[config.mk]
export PLATFORM = sky130hd
export DESIGN_NAME = lin_byte_rx
export DESIGN_NICKNAME = d
export VERILOG_FILES = /design/src/rtl/lin_rx_pkg.sv /design/src/rtl/lin_rx_sync.sv /design/src/rtl/lin_rx_startdet.sv /design/src/rtl/lin_rx_core.sv /design/src/rtl/lin_byte_rx.sv
export SDC_FILE = /design/constraint.sdc
export NUM_CORES = 1
export LEC_CHECK = 0
export ABC_AREA = 1
export CAP_MARGIN = 20
export CELL_PAD_IN_SITES_DETAIL_PLACEMENT = 0
export CELL_PAD_IN_SITES_GLOBAL_PLACEMENT = 1
export CORE_AREA = 2 2 69 71
export DETAILED_ROUTE_END_ITERATION = 12
export DIE_AREA = 0 0 71 73
export PLACE_DENSITY_LB_ADDON = 0.3
export SETUP_SLACK_MARGIN = 0.02
export SYNTH_ARGS = -nofsm -noshare
export SYNTH_HDL_FRONTEND = slang
export SYNTH_SLANG_ARGS = --single-unit
[constraint.sdc]
create_clock -name clk -period 2.75 [get_ports clk]
set_clock_uncertainty 0.1 [all_clocks]
set_input_delay 0.275 -clock clk [delete_from_list [all_inputs] [get_ports clk]]
set_output_delay 0.275 -clock clk [all_outputs]
set_load 0.01 [all_outputs]
[src/rtl/lin_rx_pkg.sv]
`timescale 1ns/1ps
package lin_rx_pkg;

  typedef enum logic [0:0] {
    RX_IDLE = 1'b0,
    RX_BUSY = 1'b1
  } rx_state_e;

  function automatic logic maj3(input logic [2:0] w);
    return (w[0] & w[1]) | (w[0] & w[2]) | (w[1] & w[2]);
  endfunction

endpackage

[src/rtl/lin_rx_sync.sv]
`timescale 1ns/1ps
module lin_rx_sync #(
  parameter int STAGES = 2
) (
  input  logic clk,
  input  logic rst_n,
  input  logic din,
  output logic dout
);

  generate
    if (STAGES == 0) begin : g_bypass
      assign dout = din;
    end else begin : g_chain
      logic [STAGES-1:0] pipe;
      always_ff @(posedge clk or negedge rst_n) begin
        if (!rst_n) pipe <= '1;
        else        pipe <= {pipe[STAGES-2 >= 0 ? STAGES-2 : 0 : 0], din} & {STAGES{1'b1}};
      end
      assign dout = pipe[STAGES-1];
    end
  endgenerate

endmodule

[src/rtl/lin_rx_startdet.sv]
`timescale 1ns/1ps
module lin_rx_startdet #(
  parameter int QUAL_LOWS = 3
) (
  input  logic clk,
  input  logic rst_n,
  input  logic clr,
  input  logic tick,
  input  logic smp,
  output logic hit
);

  localparam int CW = (QUAL_LOWS > 1) ? $clog2(QUAL_LOWS) : 1;
  localparam logic [CW-1:0] LAST_LOW = CW'(QUAL_LOWS - 1);

  logic          armed;
  logic [CW-1:0] lowrun;

  assign hit = tick && armed && !smp && (lowrun == LAST_LOW);

  always_ff @(posedge clk or negedge rst_n) begin
    if (!rst_n) begin
      armed  <= 1'b0;
      lowrun <= '0;
    end else if (clr) begin
      armed  <= 1'b0;
      lowrun <= '0;
    end else if (tick) begin
      if (smp) begin
        armed  <= 1'b1;
        lowrun <= '0;
      end else if (armed) begin
        if (lowrun == LAST_LOW) begin
          armed  <= 1'b0;
          lowrun <= '0;
        end else begin
          lowrun <= lowrun + 1'b1;
        end
      end
    end
  end

  // a completed pattern must be re-armed by a high sample before it can fire again
  assert_hit_needs_rearm_R2: assert property (@(posedge clk) disable iff (!rst_n)
    hit |=> !hit);

endmodule

[src/rtl/lin_rx_core.sv]
`timescale 1ns/1ps
module lin_rx_core
  import lin_rx_pkg::*;
#(
  parameter int DATA_BITS     = 8,
  parameter int OVERSAMPLE    = 16,
  parameter int QUAL_LOWS     = 3,
  parameter int VERIFY_SAMPLE = 7,
  parameter int VOTE_SAMPLE   = 9,
  parameter int EARLY_SAMPLE  = 10
) (
  input  logic                 clk,
  input  logic                 rst_n,
  input  logic                 tick,
  input  logic                 smp,
  input  logic                 hit,
  input  logic                 en,
  output logic [DATA_BITS-1:0] data,
  output logic                 valid,
  output logic                 ferr,
  output logic                 ract
);

  localparam int SW = $clog2(OVERSAMPLE);
  localparam int BW = $clog2(DATA_BITS + 2);
  localparam logic [BW-1:0] STOP_BIT   = BW'(DATA_BITS + 1);
  localparam logic [SW-1:0] LAST_IDX   = SW'(OVERSAMPLE - 1);
  localparam logic [SW-1:0] QUAL_IDX   = SW'(QUAL_LOWS - 1);
  localparam logic [SW-1:0] VERIFY_IDX = SW'(VERIFY_SAMPLE - 1);
  localparam logic [SW-1:0] VOTE_IDX   = SW'(VOTE_SAMPLE - 1);
  localparam logic [SW-1:0] EARLY_IDX  = SW'(EARLY_SAMPLE - 1);

  rx_state_e             state;
  logic [SW-1:0]         sidx;
  logic [BW-1:0]         bitno;
  logic [2:0]            win;
  logic [DATA_BITS-1:0]  shreg;
  logic                  stop_ok;

  logic [SW-1:0] cur_idx;
  logic [BW-1:0] cur_bit;
  logic          vote;
  logic          in_data;

  always_comb begin
    cur_idx = (sidx == LAST_IDX) ? '0 : sidx + 1'b1;
    cur_bit = (sidx == LAST_IDX) ? bitno + 1'b1 : bitno;
    vote    = maj3({win[1:0], smp});
    in_data = (cur_bit != '0) && (cur_bit != STOP_BIT);
  end

  always_ff @(posedge clk or negedge rst_n) begin
    if (!rst_n) begin
      state   <= RX_IDLE;
      sidx    <= '0;
      bitno   <= '0;
      win     <= '1;
      shreg   <= '0;
      stop_ok <= 1'b1;
      data    <= '0;
      valid   <= 1'b0;
      ferr    <= 1'b0;
      ract    <= 1'b0;
    end else begin
      valid <= 1'b0;
      ferr  <= 1'b0;
      if (tick) win <= {win[1:0], smp};
      if (!en) begin
        state <= RX_IDLE;
        ract  <= 1'b0;
      end else if (tick) begin
        case (state)
          RX_IDLE: begin
            if (hit) begin
              state <= RX_BUSY;
              sidx  <= QUAL_IDX;
              bitno <= '0;
              ract  <= 1'b1;
            end
          end
          RX_BUSY: begin
            sidx  <= cur_idx;
            bitno <= cur_bit;
            if (cur_bit == '0 && cur_idx == VERIFY_IDX && vote) begin
              state <= RX_IDLE;
              ract  <= 1'b0;
            end
            if (in_data && cur_idx == VOTE_IDX)
              shreg <= {vote, shreg[DATA_BITS-1:1]};
            if (cur_bit == STOP_BIT) begin
              if (cur_idx == VOTE_IDX) stop_ok <= vote;
              if (cur_idx >= EARLY_IDX && hit) begin
                valid <= 1'b1;
                ferr  <= !stop_ok;
                data  <= shreg;
                sidx  <= QUAL_IDX;
                bitno <= '0;
              end else if (cur_idx == LAST_IDX) begin
                valid <= 1'b1;
                ferr  <= !stop_ok;
                data  <= shreg;
                state <= RX_IDLE;
                ract  <= 1'b0;
              end
            end
          end
          default: state <= RX_IDLE;
        endcase
      end
    end
  end

  assert_idle_when_off_R9: assert property (@(posedge clk) disable iff (!rst_n)
    !en |=> (!ract && !valid));

  assert_active_needs_pattern_R2: assert property (@(posedge clk) disable iff (!rst_n)
    $rose(ract) |-> $past(hit && en));

  assert_single_delivery_R6: assert property (@(posedge clk) disable iff (!rst_n)
    valid |=> !valid);

  assert_ferr_with_valid_R5: assert property (@(posedge clk) disable iff (!rst_n)
    ferr |-> valid);

endmodule

[src/rtl/lin_byte_rx.sv]
`timescale 1ns/1ps
module lin_byte_rx #(
  parameter int DATA_BITS     = 8,
  parameter int OVERSAMPLE    = 16,
  parameter int SYNC_STAGES   = 2,
  parameter int QUAL_LOWS     = 3,
  parameter int VERIFY_SAMPLE = 7,
  parameter int VOTE_SAMPLE   = 9,
  parameter int EARLY_SAMPLE  = 10
) (
  input  logic                 clk,
  input  logic                 rst_n,
  input  logic                 rx_line,
  input  logic                 sample_tick,
  input  logic                 rx_en,
  input  logic                 task_rst,
  output logic [DATA_BITS-1:0] rx_data,
  output logic                 rx_valid,
  output logic                 rx_frame_err,
  output logic                 rx_active
);

  logic line_s;
  logic run_en;
  logic pat_hit;

  assign run_en = rx_en && !task_rst;

  lin_rx_sync #(.STAGES(SYNC_STAGES)) u_sync (
    .clk  (clk),
    .rst_n(rst_n),
    .din  (rx_line),
    .dout (line_s)
  );

  lin_rx_startdet #(.QUAL_LOWS(QUAL_LOWS)) u_start (
    .clk  (clk),
    .rst_n(rst_n),
    .clr  (!run_en),
    .tick (sample_tick),
    .smp  (line_s),
    .hit  (pat_hit)
  );

  lin_rx_core #(
    .DATA_BITS    (DATA_BITS),
    .OVERSAMPLE   (OVERSAMPLE),
    .QUAL_LOWS    (QUAL_LOWS),
    .VERIFY_SAMPLE(VERIFY_SAMPLE),
    .VOTE_SAMPLE  (VOTE_SAMPLE),
    .EARLY_SAMPLE (EARLY_SAMPLE)
  ) u_core (
    .clk  (clk),
    .rst_n(rst_n),
    .tick (sample_tick),
    .smp  (line_s),
    .hit  (pat_hit),
    .en   (run_en),
    .data (rx_data),
    .valid(rx_valid),
    .ferr (rx_frame_err),
    .ract (rx_active)
  );

  assert_data_holds_R10: assert property (@(posedge clk) disable iff (!rst_n)
    !rx_valid |-> $stable(rx_data));

  assert_port_off_R9: assert property (@(posedge clk) disable iff (!rst_n)
    (!rx_en || task_rst) |=> !rx_active);

endmodule

Yosys cells after proc, flatten, opt, wreduce, memory -nomap -nowiden --
Index checks and enable logic that the tools add are counted.
Operators by class: add/subtract/negate cells 3, order comparisons 1, eq/ne operators 11, mux-type cells 50, bitwise logic cells 6, reduce and logical (&&, ||, !) cells 21
Operator list (count):
- 4-bit 2-to-1 mux | 8
- 1-bit 2-to-1 mux | 31
- 4-bit equality test, second input constant | 4
- 8-bit 2-to-1 mux | 2
- 4-bit one-hot mux with 2 select lines | 2
- 2-bit 2-to-1 mux | 5
- 5-bit AND reduction | 2
- 1-bit logical AND | 9
- 4-bit by 1-bit adder with 4-bit output, second input constant | 2
- 4-bit by 3-bit equality test with 1-bit output, second input constant | 1
- 4-bit >= comparator, second input constant | 1
- 4-bit zero test | 1
- 4-bit != test, second input constant | 1
- 1-bit one-hot mux with 2 select lines | 2
- 2-bit AND reduction | 2
- 4-bit AND reduction | 1
- 4-bit nonzero test | 1
- 1-bit bitwise AND | 3
- 1-bit zero test | 3
- 3-bit by 2-bit != test with 1-bit output, second input constant | 1
- 3-bit != test, second input constant | 1
- 3-bit AND reduction | 1
- 2-bit by 1-bit adder with 2-bit output, second input constant | 1
- 2-bit equality test, second input constant | 1
- 5 further kinds | 6
Word-level totals: flip-flop bits (word level) 36, input port bits 6, logic and storage cells 105

Depth between registers and ports, before layout --
depth after elaboration 12, mapped depth 13, gate-level depth less buffers 13

By module --
A second synthesis with hierarchy kept.
Second synthesis, totals: cell total of the unflattened synthesis 217, area total of the unflattened synthesis 1900.6 um^2
By module, submodules not included:
- lin_rx_core | times used 1, cells an instance 186, area an instance 1661.6 um^2, sequential area each 779.5 um^2
- lin_rx_startdet | times used 1, cells an instance 25, area an instance 168.9 um^2, sequential area each 75.1 um^2
- lin_rx_sync | times used 1, cells an instance 2, area an instance 52.6 um^2, sequential area each 52.6 um^2
- lin_byte_rx | times used 1, cells an instance 4, area an instance 17.5 um^2, sequential area each 0.0 um^2

Worst setup path after synthesis --
No wires, ideal clock.
path type register -> register, from register u_core.sidx[0], to register u_core.sidx[3], setup time 0.128 ns, arrival time 1.682 ns, path slack 0.840 ns, cell stages (with the launch flop) 12, path through dfrtp_1 -> ha_1 -> nand2_2 -> nor2_4 -> nand2_1 -> nand3_1 -> nor2_1 -> nand2_2 -> or2_1 -> buf_6 -> nand2_1 -> o21ai_0
On the way: cells in the longest elaborated chain, start to end 7, elaborated cells on any way between the ends 10, classes of those cells 1 x add/sub; 1 x order compare; 2 x eq/ne; 5 x mux; 1 x reduce/logical
RTL lines:
- start: declaration | RTL line lin_rx_core.sv:34 | logic [SW-1:0] sidx;
- start signal: assignment | RTL line lin_rx_core.sv:82 | sidx <= cur_idx;
- 4-bit by 1-bit adder with 4-bit output / 4-bit equality test (equally long branches) | RTL line lin_rx_core.sv:46, lin_rx_core.sv:47
- 4-bit 2-to-1 mux | RTL line lin_rx_core.sv:46 | cur_idx = (sidx == LAST_IDX) ? '0 : sidx + 1'b1;
- 4-bit >= comparator | RTL line lin_rx_core.sv:92 | if (cur_idx >= EARLY_IDX && hit) begin
- 1-bit logical AND | RTL line lin_rx_core.sv:92
- 4-bit 2-to-1 mux | RTL line lin_rx_core.sv:92
- 4-bit 2-to-1 mux * | RTL line lin_rx_core.sv:90 | if (cur_bit == STOP_BIT) begin
- 4-bit one-hot mux with 2 select lines * | RTL line lin_rx_core.sv:72 | case (state)
Every way passes the cells marked *; elsewhere a longest branch is shown, timed or not. A chain may end at the register's enable or synchronous reset.

Worst setup path in the final report --
from register u_core.sidx[0], to register u_core.data[6]
On the way: cells in the longest elaborated chain, start to end 6, elaborated cells on any way between the ends 11, classes of those cells 1 x add/sub; 1 x order compare; 3 x eq/ne; 3 x mux; 3 x reduce/logical
RTL lines:
- 4-bit by 1-bit adder with 4-bit output / 4-bit equality test (equally long branches) | RTL line lin_rx_core.sv:46, lin_rx_core.sv:47
- 4-bit 2-to-1 mux | RTL line lin_rx_core.sv:46
- 4-bit >= comparator | RTL line lin_rx_core.sv:92
- 1-bit logical AND | RTL line lin_rx_core.sv:92
- 2-bit nonzero test (no source line)
- 5-bit AND reduction (no source line)
- end signal: assignment | RTL line lin_rx_core.sv:95 | data <= shreg;
- end signal: assignment | RTL line lin_rx_core.sv:101 | data <= shreg;
- end: declaration | RTL line lin_rx_core.sv:18 | output logic [DATA_BITS-1:0] data,
Several ways; a longest one is shown, not always the timed one.

==> flow_metrics.tcl <==
set metrics [dict create \
    outcome "complete, but fails checks" \
    violations "hold timing" \
    r2r-start "u_core.sidx[0]$_DFFE_PN0P_" \
    hold_ws_ns -0.0232 \
    rsz0062_at_grt "false" \
    p_leak_nw 1.01 \
    cts_tree "done" \
    cts_buffers 5 \
    synth_edf_count 0 \
    grt_pass1_wl_um 5900 \
    maxSlewHeadroom 0.468 \
    r2r_cells 11 \
    cp_max_fo 17 \
    core_area_mm2 0.00454 \
    firstDrtPassIters 4 \
    syn_area_mm2 0.00179 \
    seq_area_um2 907 \
    fmax_mhz 463 \
    fp-row-count 25 \
    fin_crit_ns 2.16 \
    async_flop_share 1.00 \
    final_cell_mix "65 x nand2_1, 32 x inv_1, 31 x dfrtp_1" \
    post_cts_buffers 0 \
    final_cells 291 \
    die_y_um 73 \
    cp.arrival_ns 2.22 \
    path_class "flip-flop to flip-flop" \
    startpoint_type "flip-flop" \
    clkPwrFrac 0.432 \
    syn_inst 216 \
    drt-total-wl_um 3360 \
    clkSlewWorstSetupHoldPaths_ns 0.07 \
    htree_levels 2 \
    overflow 0 \
    clock_latency_ns 0.28 \
    ir_drop_v 0.000340 \
    wire_per_inst_um 11.5 \
    ys_ff_latch 36 \
    yosysSeqAreaShare 0.507 \
    yosys-top-cells-area "dfrtp_1 43%, nand2_1 14%, dfstp_2 7.3%" \
    drv_cap 0 \
    n_antenna_cell 0 \
    syn_avg_cell_area_um2 8.29 \
    clock_sinks 36 \
    slew_viol_final 0 \
    crit_chain "ha_1 > nand2_2 > inv_1 > nor2_1 > nand2_1 > a21oi_1 > inv_1 > nand2_1 > nand3_4 > nand2_1 > o21ai_1" \
    synth_top_area_cell "dfrtp_1" \
    io_pins 17 \
    multi_input_area_um2 726 \
    antenna_left 0 \
    drive_gt1_frac 0.105 \
    critPathMaxStageDelay_ns 0.42 \
    worstPathRequired_ns 2.81 \
    grt_max_degree 37 \
    reg2reg_slack_ns 0.59 \
    finalSetupViolCount 0 \
    grt_usage 0.148 \
    routabilityCongestion 0.836 \
    drtIter0Drc 96 \
    p_seq_frac 0.523 \
    power.switching_mw 0.224 \
    cts_buffer_depth 2 \
    synth_cell_types 25 \
    dr_total_vias 1367 \
    cp_slowest_cell "dfrtp_1" \
    start_util 0.395 \
    dp_cells 283 \
    area_delta_synth_final_pct 16.6 \
    hold_path_class "input pin to async pin" \
    dpl.hpwl_um 2430 \
    powerDensity_mw_per_mm2 504 \
    fin_crit_sh 0.785 \
    postCtsHoldBufs 0 \
    fin_tns_setup_ns 0 \
    reg2reg_to "u_core.data[6]$_DFFE_PN0P_" \
    switching_share 0.214 \
    p_int_mw 0.826 \
    drcViolationCount 0 \
    die_w_um 71 \
    yosysWarnings 0 \
    fill_cells 465 \
    worst_slack_ns 0.592 \
    nets 247 \
    post_drt_via_cell_ratio 4.70 \
    final_common_cell "nand2_1" \
    netlist.area_leader.share 0.433 \
    critPathCaptureType "flip-flop" \
    grt_pass1_vias 1281 \
    dieArea_mm2 0.00518 \
    antenna_found_initial 0 \
    cp_common_cell "nand2_1" \
    clock-root-buffer "clkbuf_8" \
    p_comb_frac 0.045 \
    preCtsSetupSlack_ns 0.515 \
    post_cts_resized 0 \
    post-route-util 0.460 \
    worst_pin_slew_ns 0.799 \
    io_buffers 16 \
    synth-main-ff-cell "dfrtp_1" \
    final-hold-violation-count 31 \
    syn_nets 227 \
]
worst max path at each step:
stage,startpoint,endpoint,cells after the start
detailed placement,rx_en,u_core.data[6]$_DFFE_PN0P_,10
CTS,u_core.sidx[0]$_DFFE_PN0P_,u_core.data[6]$_DFFE_PN0P_,11
global placement,rx_en,u_core.data[1]$_DFFE_PN0P_,10
global route,u_core.sidx[0]$_DFFE_PN0P_,u_core.data[6]$_DFFE_PN0P_,10
finish,u_core.sidx[0]$_DFFE_PN0P_,u_core.data[6]$_DFFE_PN0P_,11
floorplan,u_core.sidx[0]$_DFFE_PN0P_,u_core.sidx[3]$_DFFE_PN0P_,11
critical path, delay by kind of cell (launching register included):
| kind | cells | cell delay [ns] |
|---|---|---|
| AO/OA/AOI/OAI | 2 | 0.26 |
| adder cells (fa/ha/maj) | 1 | 0.28 |
| buffers and inverters | 2 | 0.13 |
| flip-flops | 1 | 0.42 |
| AND/OR/NAND/NOR | 6 | 0.82 |
cells by family after synthesis:
kind of cell | count (synthesis) | synth area share
compound gates | 30 | 0.0887
fa+ha+maj | 5 | 0.0349
buf+inv | 36 | 0.0880
flops | 36 | 0.507
simple gates | 109 | 0.282
sequential cells by signal, indices dropped and copies added (netlist names):
| name | flops |
|---|---|
| u_start.lowrun | 2 |
| u_core.bitno | 4 |
| u_core.state | 1 |
| u_core.ract | 1 |
| u_core.data | 8 |
| u_core.ferr | 1 |
| u_core.sidx | 4 |
| u_sync.g_chain.pipe | 2 |
| u_core.win | 2 |
| u_core.stop_ok | 1 |
| u_core.valid | 1 |
| u_core.shreg | 8 |
| u_start.armed | 1 |
cells in the mapped netlist, types with 2 or more instances:
cell,number
nand2_2,3
a21oi_1,3
buf_6,3
dfrtp_1,31
nor2_1,13
dfstp_2,5
o21ai_0,14
ha_1,5
nand3_1,13
nand4_1,4
o21ai_1,11
nor3_1,2
inv_1,32
nand3_4,2
nand2_1,65
final cells by class:
type	instances	area share
clock buffers	6	0.0348
flip-flops and latches	36	0.435
repair buffers	16	0.0743
clock inverters	2	0.0168
multi-input cells	144	0.348
well taps	54	0.0324
inverters	33	0.0594
power groups by stage:
stage	clock [mW]	sequential (mW)	combinational, mW
after floorplan	0	0.557	0.0250
after global placement	0	0.560	0.0488
after detailed placement	0	0.560	0.0487
after CTS	0.472	0.550	0.0489
after global routing	0.491	0.551	0.0561
final	0.454	0.550	0.0472
stage by stage:
step / hold WS (ns) / area [um^2] / power [mW]
2_1_floorplan: -0.121 / 1790 / 0.582
3_3_place_gp: 0.248 / 1980 / 0.609
3_5_place_dp: 0.248 / 1980 / 0.608
4_1_cts: 0.00864 / 2090 / 1.07
5_1_grt: 0.0467 / 2090 / 1.10
6_report: -0.0232 / 2090 / 1.05
layer usage:
metal	up-vias	share of wire	GRT usage
li1	717	-	-
met1	614	0.49	0.205
met2	30	0.46	0.216
met3	6	0.035	0.0373
met4	0	0.018	0.0755
met5	-	0	0
(Power assumes the default switching activity.)
